===== src/rtl/smc_pkg.sv =====
package smc_pkg;

   localparam int OP_W = 4;

   typedef enum logic [OP_W-1:0] {
      OP_NOP  = 4'd0,
      OP_ADD  = 4'd1,
      OP_ADDI = 4'd2,
      OP_MUL  = 4'd3,
      OP_MULI = 4'd4,
      OP_LDW  = 4'd5,
      OP_OUT  = 4'd6,
      OP_BHL  = 4'd7,
      OP_BHH  = 4'd8,
      OP_JMP  = 4'd9
   } op_e;

   typedef enum logic [1:0] {
      RES_SUM = 2'd0,
      RES_MUL = 2'd1,
      RES_ROM = 2'd2
   } res_e;

   typedef struct packed {
      logic wr_en;
      logic use_imm;
      res_e res_sel;
      logic out_en;
   } ctl_t;

endpackage


===== src/rtl/smc_ctrl.sv =====
module smc_ctrl
   import smc_pkg::*;
#(
   parameter int DATA_W = 8,
   parameter int RA_W   = 3,
   parameter int PC_W   = 5
) (
   input  logic              clk,
   input  logic              rst_n,
   input  logic              hs,
   output op_e               op,
   output logic [RA_W-1:0]   rd,
   output logic [RA_W-1:0]   rs,
   output logic [RA_W-1:0]   rt,
   output logic [DATA_W-1:0] imm
);

   localparam int INSTR_W = OP_W + 2 * RA_W + DATA_W;
   localparam int IMM_LO  = 0;
   localparam int RS_LO   = DATA_W;
   localparam int RD_LO   = DATA_W + RA_W;
   localparam int OP_LO   = DATA_W + 2 * RA_W;

   logic [PC_W-1:0]    pc;
   logic [PC_W-1:0]    pc_nxt;
   logic [INSTR_W-1:0] instr;
   logic               take;

   function automatic logic [INSTR_W-1:0] mk(op_e o, int d, int s, int v);
      logic [INSTR_W-1:0] w;
      w = '0;
      w[OP_LO +: OP_W]     = o;
      w[RD_LO +: RA_W]     = RA_W'(d);
      w[RS_LO +: RA_W]     = RA_W'(s);
      w[IMM_LO +: DATA_W]  = DATA_W'(v);
      return w;
   endfunction

   // Program store: r2 = index, r3 = fetched/scaled tap, r4 = running sum.
   always_comb begin
      case (pc)
         PC_W'(0):  instr = mk(OP_BHL,  0, 0, 0);
         PC_W'(1):  instr = mk(OP_ADD,  2, 0, 1);
         PC_W'(2):  instr = mk(OP_LDW,  3, 2, -2);
         PC_W'(3):  instr = mk(OP_MULI, 4, 3, 17);
         PC_W'(4):  instr = mk(OP_LDW,  3, 2, -1);
         PC_W'(5):  instr = mk(OP_MULI, 3, 3, 29);
         PC_W'(6):  instr = mk(OP_ADD,  4, 4, 3);
         PC_W'(7):  instr = mk(OP_LDW,  3, 2, 0);
         PC_W'(8):  instr = mk(OP_MULI, 3, 3, 35);
         PC_W'(9):  instr = mk(OP_ADD,  4, 4, 3);
         PC_W'(10): instr = mk(OP_LDW,  3, 2, 1);
         PC_W'(11): instr = mk(OP_MULI, 3, 3, 29);
         PC_W'(12): instr = mk(OP_ADD,  4, 4, 3);
         PC_W'(13): instr = mk(OP_LDW,  3, 2, 2);
         PC_W'(14): instr = mk(OP_MULI, 3, 3, 17);
         PC_W'(15): instr = mk(OP_ADD,  4, 4, 3);
         PC_W'(16): instr = mk(OP_OUT,  0, 4, 0);
         PC_W'(17): instr = mk(OP_BHH,  0, 0, 17);
         PC_W'(18): instr = mk(OP_JMP,  0, 0, 0);
         default:   instr = mk(OP_JMP,  0, 0, 0);
      endcase
   end

   assign op  = op_e'(instr[OP_LO +: OP_W]);
   assign rd  = instr[RD_LO +: RA_W];
   assign rs  = instr[RS_LO +: RA_W];
   assign imm = instr[IMM_LO +: DATA_W];
   assign rt  = imm[RA_W-1:0];

   always_comb begin
      unique case (op)
         OP_BHL:  take = ~hs;
         OP_BHH:  take = hs;
         OP_JMP:  take = 1'b1;
         default: take = 1'b0;
      endcase
      pc_nxt = take ? imm[PC_W-1:0] : pc + PC_W'(1);
   end

   always_ff @(posedge clk or negedge rst_n) begin
      if (!rst_n) pc <= '0;
      else        pc <= pc_nxt;
   end

   assert_pc_home_R1: assert property (@(posedge clk) !rst_n |-> pc == '0)
      else $error("pc not at first instruction during reset");

   assert_poll_hold_R2: assert property (@(posedge clk) disable iff (!rst_n)
      (op == OP_BHL && !hs) |=> pc == $past(imm[PC_W-1:0]))
      else $error("poll branch did not return to its target");

endmodule


===== src/rtl/smc_regfile.sv =====
module smc_regfile #(
   parameter int DATA_W = 8,
   parameter int REG_N  = 8,
   parameter int RA_W   = 3
) (
   input  logic              clk,
   input  logic              rst_n,
   input  logic [DATA_W-1:0] port_in,
   input  logic [RA_W-1:0]   ra,
   input  logic [RA_W-1:0]   rb,
   input  logic              we,
   input  logic [RA_W-1:0]   wa,
   input  logic [DATA_W-1:0] wd,
   output logic [DATA_W-1:0] qa,
   output logic [DATA_W-1:0] qb
);

   localparam int FIRST_GP = 2;

   logic [DATA_W-1:0] store [FIRST_GP:REG_N-1];

   for (genvar g = FIRST_GP; g < REG_N; g++) begin : g_reg
      always_ff @(posedge clk or negedge rst_n) begin
         if (!rst_n)                      store[g] <= '0;
         else if (we && wa == RA_W'(g))   store[g] <= wd;
      end
   end

   function automatic logic [DATA_W-1:0] rd_sel(logic [RA_W-1:0] a);
      if (a == RA_W'(0))      return '0;
      else if (a == RA_W'(1)) return port_in;
      else                    return store[a];
   endfunction

   always_comb begin
      qa = rd_sel(ra);
      qb = rd_sel(rb);
   end

   assert_zero_reg_R9: assert property (@(posedge clk) disable iff (!rst_n)
      (we && wa == '0) |=> (qa == '0 || ra != '0))
      else $error("register 0 did not stay zero");

endmodule


===== src/rtl/smc_alu.sv =====
module smc_alu #(
   parameter int DATA_W        = 8,
   parameter bit MUL_SHIFT_ADD = 1'b0
) (
   input  logic [DATA_W-1:0] a,
   input  logic [DATA_W-1:0] b,
   output logic [DATA_W-1:0] sum,
   output logic [DATA_W-1:0] mul_hi
);

   localparam int PROD_W = 2 * DATA_W;

   logic signed [PROD_W-1:0] prod;

   assign sum = a + b;

   if (MUL_SHIFT_ADD) begin : g_shift_add
      always_comb begin
         logic signed [PROD_W-1:0] ax;
         ax   = PROD_W'($signed(a));
         prod = '0;
         for (int j = 0; j < DATA_W; j++) begin
            if (b[j]) begin
               if (j == DATA_W - 1) prod = prod - (ax <<< j);
               else                 prod = prod + (ax <<< j);
            end
         end
      end
   end else begin : g_native
      assign prod = $signed(a) * $signed(b);
   end

   assign mul_hi = prod[PROD_W-1:DATA_W];

   always_comb begin
      if (!a[DATA_W-1] && !b[DATA_W-1])
         assert_mul_sign_R3: assert (mul_hi[DATA_W-1] == 1'b0)
            else $error("positive operands gave negative high byte");
   end

endmodule


===== src/rtl/smc_wave_rom.sv =====
module smc_wave_rom #(
   parameter int DATA_W = 8
) (
   input  logic [DATA_W-1:0] addr,
   output logic [DATA_W-1:0] word
);

   localparam int CALC_W = 3 * DATA_W;

   function automatic logic [DATA_W-1:0] sample(logic [DATA_W-1:0] k);
      logic [CALC_W-1:0] kk;
      logic [CALC_W-1:0] v;
      kk = CALC_W'(k);
      v  = CALC_W'(3) * kk * kk + CALC_W'(11) * kk + CALC_W'(7);
      return v[DATA_W-1:0];
   endfunction

   always_comb word = sample(addr);

endmodule


===== src/rtl/smooth_cpu.sv =====
module smooth_cpu
   import smc_pkg::*;
#(
   parameter int DATA_W        = 8,
   parameter int REG_N         = 8,
   parameter int PC_W          = 5,
   parameter bit MUL_SHIFT_ADD = 1'b0
) (
   input  logic              clk,
   input  logic              rst_sw_n,
   input  logic              hs_sw,
   input  logic [DATA_W-1:0] data_sw,
   output logic [DATA_W-1:0] led
);

   localparam int RA_W = $clog2(REG_N);

   if (DATA_W != 8) begin : g_bad_width
      $error("program constants assume an 8-bit datapath");
   end
   if (REG_N < 5 || (1 << RA_W) != REG_N) begin : g_bad_regs
      $error("register count must be a power of two, at least 5");
   end
   if (PC_W < 5 || PC_W > DATA_W) begin : g_bad_pc
      $error("program counter width out of range");
   end

   op_e               op;
   logic [RA_W-1:0]   rd, rs, rt;
   logic [DATA_W-1:0] imm;
   logic [DATA_W-1:0] qa, qb, opb, sum, mul_hi, rom_word, wd;
   ctl_t              ctl;

   smc_ctrl #(.DATA_W(DATA_W), .RA_W(RA_W), .PC_W(PC_W)) u_ctrl (
      .clk(clk), .rst_n(rst_sw_n), .hs(hs_sw),
      .op(op), .rd(rd), .rs(rs), .rt(rt), .imm(imm)
   );

   always_comb begin
      ctl = '{wr_en: 1'b0, use_imm: 1'b0, res_sel: RES_SUM, out_en: 1'b0};
      unique case (op)
         OP_ADD:  ctl = '{wr_en: 1'b1, use_imm: 1'b0, res_sel: RES_SUM, out_en: 1'b0};
         OP_ADDI: ctl = '{wr_en: 1'b1, use_imm: 1'b1, res_sel: RES_SUM, out_en: 1'b0};
         OP_MUL:  ctl = '{wr_en: 1'b1, use_imm: 1'b0, res_sel: RES_MUL, out_en: 1'b0};
         OP_MULI: ctl = '{wr_en: 1'b1, use_imm: 1'b1, res_sel: RES_MUL, out_en: 1'b0};
         OP_LDW:  ctl = '{wr_en: 1'b1, use_imm: 1'b1, res_sel: RES_ROM, out_en: 1'b0};
         OP_OUT:  ctl = '{wr_en: 1'b0, use_imm: 1'b0, res_sel: RES_SUM, out_en: 1'b1};
         default: ;
      endcase
   end

   smc_regfile #(.DATA_W(DATA_W), .REG_N(REG_N), .RA_W(RA_W)) u_rf (
      .clk(clk), .rst_n(rst_sw_n), .port_in(data_sw),
      .ra(rs), .rb(rt), .we(ctl.wr_en), .wa(rd), .wd(wd),
      .qa(qa), .qb(qb)
   );

   assign opb = ctl.use_imm ? imm : qb;

   smc_alu #(.DATA_W(DATA_W), .MUL_SHIFT_ADD(MUL_SHIFT_ADD)) u_alu (
      .a(qa), .b(opb), .sum(sum), .mul_hi(mul_hi)
   );

   smc_wave_rom #(.DATA_W(DATA_W)) u_rom (.addr(sum), .word(rom_word));

   always_comb begin
      unique case (ctl.res_sel)
         RES_MUL: wd = mul_hi;
         RES_ROM: wd = rom_word;
         default: wd = sum;
      endcase
   end

   always_ff @(posedge clk or negedge rst_sw_n) begin
      if (!rst_sw_n)       led <= '0;
      else if (ctl.out_en) led <= qa;
   end

   assert_led_only_on_out_R8: assert property (@(posedge clk) disable iff (!rst_sw_n)
      (led != $past(led)) |-> $past(op == OP_OUT))
      else $error("led changed without an output instruction");

endmodule


===== config.mk =====
export PLATFORM = sky130hd
export DESIGN_NAME = smooth_cpu
export DESIGN_NICKNAME = d
export VERILOG_FILES = /design/src/rtl/smc_pkg.sv /design/src/rtl/smc_ctrl.sv /design/src/rtl/smc_regfile.sv /design/src/rtl/smc_alu.sv /design/src/rtl/smc_wave_rom.sv /design/src/rtl/smooth_cpu.sv
export SDC_FILE = /design/constraint.sdc
export NUM_CORES = 1
export LEC_CHECK = 0
export BUFFER_PORTS_ARGS = -buffer_cell sky130_fd_sc_hd__buf_2
export CAP_MARGIN = 20
export CORE_MARGIN = 1
export CORE_UTILIZATION = 40
export DETAILED_ROUTE_END_ITERATION = 7
export GPL_ROUTABILITY_DRIVEN = 0
export PLACE_DENSITY = 0.62
export SLEW_MARGIN = 20
export SYNTH_ARGS = -nofsm -noshare
export SYNTH_HDL_FRONTEND = slang
export SYNTH_HIERARCHICAL = 1
export SYNTH_SLANG_ARGS = --single-unit

===== constraint.sdc =====
create_clock -name clk -period 23.9 [get_ports clk]
set_input_delay 4.78 -clock clk [delete_from_list [all_inputs] [get_ports clk]]
set_output_delay 4.78 -clock clk [all_outputs]
set_load 0.005 [all_outputs]

Word level (Yosys, flattened, before mapping):

Memories as Yosys holds them, arrays and structs flattened.
Cells that the tools add are included.

* output and inout bits: 8
* memory bits (read-only): 576
* flip-flop bits (word level): 61
* memories: 1

* multiply operators: 4
* multiplexer cells: 15
* reduce and logical (&&, ||, !) cells: 8
* add/sub/neg operators: 4
* magnitude comparators: 2
* equality and inequality tests: 19
* bitwise logic cells: 3

Memories
* (no name shown): depth 32, width 18, rd ports 1, clocked after memory_dff 0, write ports 0, RTL line smc_ctrl.sv:41 `case (pc)`

Operators by type and width (number)
* $mux 8: 9
* $bmux 8 s3: 2
* $pmux 5 s6: 1
* $add 8x8->8: 2
* $eq 4x3->1 const B: 4
* $mul 8x8->16: 1
* $pmux 8 s2: 1
* $eq 3x3->1 const B: 4
* $mul 10x8->8: 1
* $mul 2x8->10 const A: 1
* $add 8x3->8 const B: 1
* $eq 4x2->1 const B: 2
* $eq 4x4->1 const B: 2
* $ge 4x4->1 const B: 2
* $mul 4x8->8 const A: 1
* $not 3->4: 2
* $eq 3x1->1 const B: 2
* $eq 3x2->1 const B: 2
* $logic_and 1x1->1: 6
* $logic_not 3->1: 2
* $add 5x1->5 const B: 1
* $mux 5: 1
* $eq 4x1->1 const B: 1
* $pmux 1 s3: 1
* 3 further kinds: 3

Depth between registers and ports, before layout:

An unclocked memory read counts as a cell.

* word-level depth: 14
* depth in mapped cells: 41
* gate-level depth less buffers: 37

Modules after synthesis:

The synthesis kept the hierarchy.

Modules (own cells, without submodules)
* smc_regfile: area each 2892.8 µm², instances 1, cells each 210
* smc_alu: area each 2580.0 µm², instances 1, cells each 286
* smc_wave_rom: area each 1537.7 µm², instances 1, cells each 167
* smooth_cpu: area each 890.9 µm², instances 1, cells each 110
* smc_ctrl: area each 828.3 µm², instances 1, cells each 98

Worst setup path before layout:

Ideal clock, no wire load.

* path type: input to register
* start point: input port data_sw[0]
* end point: register u_rf/store[31] (netlist bit)
* data arrival time: 12.588 ns
* path buffers: 0
* path slack: 11.184 ns
* stages: 30
* library setup time: 0.128 ns
* cell sequence: a221oi_1 a221oi_1 o21ai_0 a211oi_1 ha_1 inv_1 fa_1 nor2b_1 o21ai_0 nand2b_1 xor2_1 ha_1 and2_1 a211o_1 a21oi_1 xnor2_1 nand2_1 fa_1 fa_1 fa_1 fa_1 inv_1 ha_1 a21oi_1 xnor3_1 xnor3_1 xnor3_1 a22oi_1 a21oi_1 mux2_1

* cells in the longest elaborated chain, start to end: 9
* elaborated cells on any way between the ends: 13

RTL lines
* start, declared: RTL line smooth_cpu.sv:12 `input logic [DATA_W-1:0] data_sw,`
* $mux 8 (*): RTL line smc_regfile.sv:31 `else if (a == RA_W'(1)) return port_in;`
* $mux 8 (*): RTL line smc_regfile.sv:30 `if (a == RA_W'(0)) return '0;`
* named net qb[0]: RTL line smooth_cpu.sv:31 `logic [DATA_W-1:0] qa, qb, opb, sum, mul_hi, rom_word, wd;`
* $mux 8 (*): RTL line smooth_cpu.sv:58 `assign opb = ctl.use_imm ? imm : qb;`
* named net opb[0]: RTL line smooth_cpu.sv:31
* $add 8x8->8 (*): RTL line smc_alu.sv:15 `assign sum = a + b;`
* named net sum[4]: RTL line smooth_cpu.sv:31
* $mul 2x8->10: RTL line smc_wave_rom.sv:14 `v = CALC_W'(3) * kk * kk + CALC_W'(11) * kk + CALC_W'(7);`
* $mul 10x8->8: RTL line smc_wave_rom.sv:14
* $add 8x8->8 (*): RTL line smc_wave_rom.sv:14
* $add 8x3->8 (*): RTL line smc_wave_rom.sv:14
* named net rom_word[7]: RTL line smooth_cpu.sv:31
* $pmux 8 s2 (*): RTL line smooth_cpu.sv:67 `unique case (ctl.res_sel)`
* named net wd[7]: RTL line smooth_cpu.sv:31
* end signal, assigned by index: RTL line smc_regfile.sv:25 `else if (we && wa == RA_W'(g)) store[g] <= wd;`
* end, declared: RTL line smc_regfile.sv:20 `logic [DATA_W-1:0] store [FIRST_GP:REG_N-1];`

Mark *: on every way through the listed nets, which the timed path passes. The rest lies on a longest branch.
A chain may end at the register's enable or synchronous reset.

Worst setup path after layout:

Same ends and word-level chain as after synthesis.

==> summary.md <==
| Metric | Value |
|---|---|
| Fin Setup TNS | 0 ps |
| Mapped Area | 8730 µm² |
| Crit path kind | in -> reg |
| Die width | 149.7 µm |
| # IOs | 19 |
| Pre-antenna DRT Iters | 5 |
| Final Setup Violations | 0 |
| Vias/cell | 5.431 |
| Syn Nets | 1034 |
| CP arrival | 13390 ps |
| Slew headroom | 30.55% |
| Area Overhead vs Synth | 7.496% |
| Clk slew on worst S/H paths | 60 ps |
| Element type at the critical path start | primary input |
| Number of buffers created by CTS | 9 |
| Die H | 149.7 µm |
| Overall global routing resource usage | 19.65% |
| Final hold vios | 0 |
| ANT nets after route | 0 |
| Clk_lat worst skew | 330 ps |
| Post-synth top cells | inv_1, fa_1, ha_1 |
| PortBufs | 18 |
| GRT overflow | 0 |
| Final period util | 55.15% |
| Max clock buf depth | 2 |
| DRC Markers | 0 |
| First-pass GRT wire length | 34400 µm |
| Critical Path Source | data_sw[0] |
| Synth area leaders | fa_1, dfrtp_1, ha_1, mux2_2, inv_1 |
| Final Critical Period | 13180 ps |
| Crit path max fanout | 10 |
| Reg2reg end | u_rf/store[31]$_DFFE_PN0P_ |
| Root Driver | clkbuf_16 |
| Most instantiated library cell after synthesis | inv_1 |
| Post-Syn Area per Cell | 10.02 µm² |
| Worst-Margin Slew | 1040 ps |
| Final HPWL DP | 15880 µm |
| Sequential share of the synthesized area | 17.49% |
| Clock Sinks | 61 |
| Post-CTS setup buffers | 0 |
| CP endpoint | u_rf/store[31]$_DFFE_PN0P_ |
| Total Routed Length | 20750 µm |
| Effective utilization at floorplan | 41.14% |
| R2R depth | 38 |
| Iteration-0 DRC Markers | 349 |
| Fill count | 2023 |
| Ant diodes | 0 |
| WL/cell | 17.98 µm |
| CORE AREA | 21220 µm² |
| Hold buffer count at CTS | 0 |
| Vias in the first global route | 6516 |
| Via Count | 6267 |
| WP data required | 24110 ps |
| Fraction of registers with async set or reset after synthesis | 100.0% |
| Gates resized, CTS repair | 0 |
| Critical-path top delay cell | a211oi_1 |
| Max Cap Violations | 0 |
| CTS tree | done |
| Outcome | completed |
| CP most frequent cell | fa_1 |
| Initial antenna violation count | 0 |
| Reg-to-Reg Start | u_ctrl/pc[1]$_DFF_PN0_ |
| Row count | 53 |
| Post-synthesis cell count | 871 |
| Fmax achieved | 0.07587 GHz |
| Full die area | 22420 µm² |
| Critical Path Sink Type | flip-flop |
| Worst Hold Class | reg -> reg |
| Most used DFF post-synth | dfrtp_1 |
| Nets | 1037 |
| Synth area leader | fa_1 |
| Reg2Reg Setup Slack | 12470 ps |
| Clk_skew | 5.964 ps |
| Delay of the slowest critical-path stage | 760 ps |
| Synth cell types | 83 |
| Share of cells above drive strength 1 | 18.43% |
| Synth warn | 6 |
| Number of synthesized flops with an enable pin | 0 |
| Max Slew Vio Count | 0 |
| H-tree depth | 3 |
| Top cell type's share of synthesized area | 17.89% |
| Largest net degree at the start of global routing | 62 |
| RSZ-0062 raised after global routing | false |
| Hold path cells | 1 |
| FF+latch count, synth | 61 |
[worst min path at each step]
stage / from / end / slack, ps
after floorplan: u_rf/store[28]$_DFFE_PN0P_ / u_rf/store[28]$_DFFE_PN0P_ / 480
after global placement: led[5]$_DFFE_PN0P_ / led[5]$_DFFE_PN0P_ / 490
after detailed placement: led[5]$_DFFE_PN0P_ / led[5]$_DFFE_PN0P_ / 490
after CTS: led[5]$_DFFE_PN0P_ / led[5]$_DFFE_PN0P_ / 500
after global routing: led[3]$_DFFE_PN0P_ / led[3]$_DFFE_PN0P_ / 520
final: led[5]$_DFFE_PN0P_ / led[5]$_DFFE_PN0P_ / 500
[sequential cells by signal (all words and copies together), names as in the netlist]
signal and cells:
u_ctrl/pc 5, led 8, u_rf/store 48
[final cells by class]
class	count	area [µm²]	area share [%]
Sequential cell	61	1526	16.27
Clock buffer	11	252.7	2.693
Multi-Input combinational cell	643	6460	68.84
Tap cell	275	344.1	3.667
Inverter	121	454.2	4.840
Clock inverter	5	106.4	1.133
Timing Repair Buffer	38	240.2	2.560
[cell families after synthesis]
logic type | count (synthesis) | share of synthesized area (%)
AO/OA/AOI/OAI | 147 | 13.40
XOR/XNOR | 46 | 5.332
adder cells (fa/ha/maj) | 152 | 28.49
buffers and inverters | 167 | 8.800
flip-flops | 61 | 17.49
multiplexers | 110 | 13.86
other | 1 | 0.04296
AND/OR/NAND/NOR | 187 | 12.58
[critical path: cells and delay by family]
kind	cells	cell delay [ps]
adders and majority gates	8	3320
and+or+nand+nor	4	560
AOI/OAI and AO/OA	10	2570
xor gates and xnor gates	5	1390
buffers and inverters	4	400
muxes	1	350
[cells in the final DEF, fill, tap and decap left out, drive strengths merged, types with 17 or more instances in the layout]
cell    count
a21oi      28
a221oi     32
and2       42
buf        38
dfrtp      61
fa         78
ha         74
inv       121
mux2       75
mux2i      35
nand2      44
nor2       29
nor2b      21
o21ai      17
xnor2      28
[metal layers]
layer / share of wire [%] / global-route usage [%] / up-vias
met4: 1.3 / 5.202 / 0
met5: 0 / 0 / -
li1: - / - / 2994
met2: 49 / 33.77 / 113
met3: 2.5 / 1.494 / 22
met1: 47 / 26.55 / 3138
[metrics by stage]
stage / setup WS [ps] / cell area (µm²) / hold slack (ps) / utilization [%] / cells
2_1_floorplan: 11180 / 8730 / 479.3 / - / 871
3_3_place_gp: 10540 / 9017 / 487.7 / 42.49 / 1138
3_5_place_dp: 10390 / 9017 / 490.5 / 42.49 / 1138
4_1_cts: 10700 / 9376 / 502.6 / 44.19 / 1154
5_1_grt: 10040 / 9384 / 517.3 / 44.22 / 1154
6_report: 10720 / 9384 / 503.2 / 44.22 / 1154
Power is left out: the tool's default activity adds up to more than one toggle a clock period on the data nets, which glitch-free logic cannot reach.
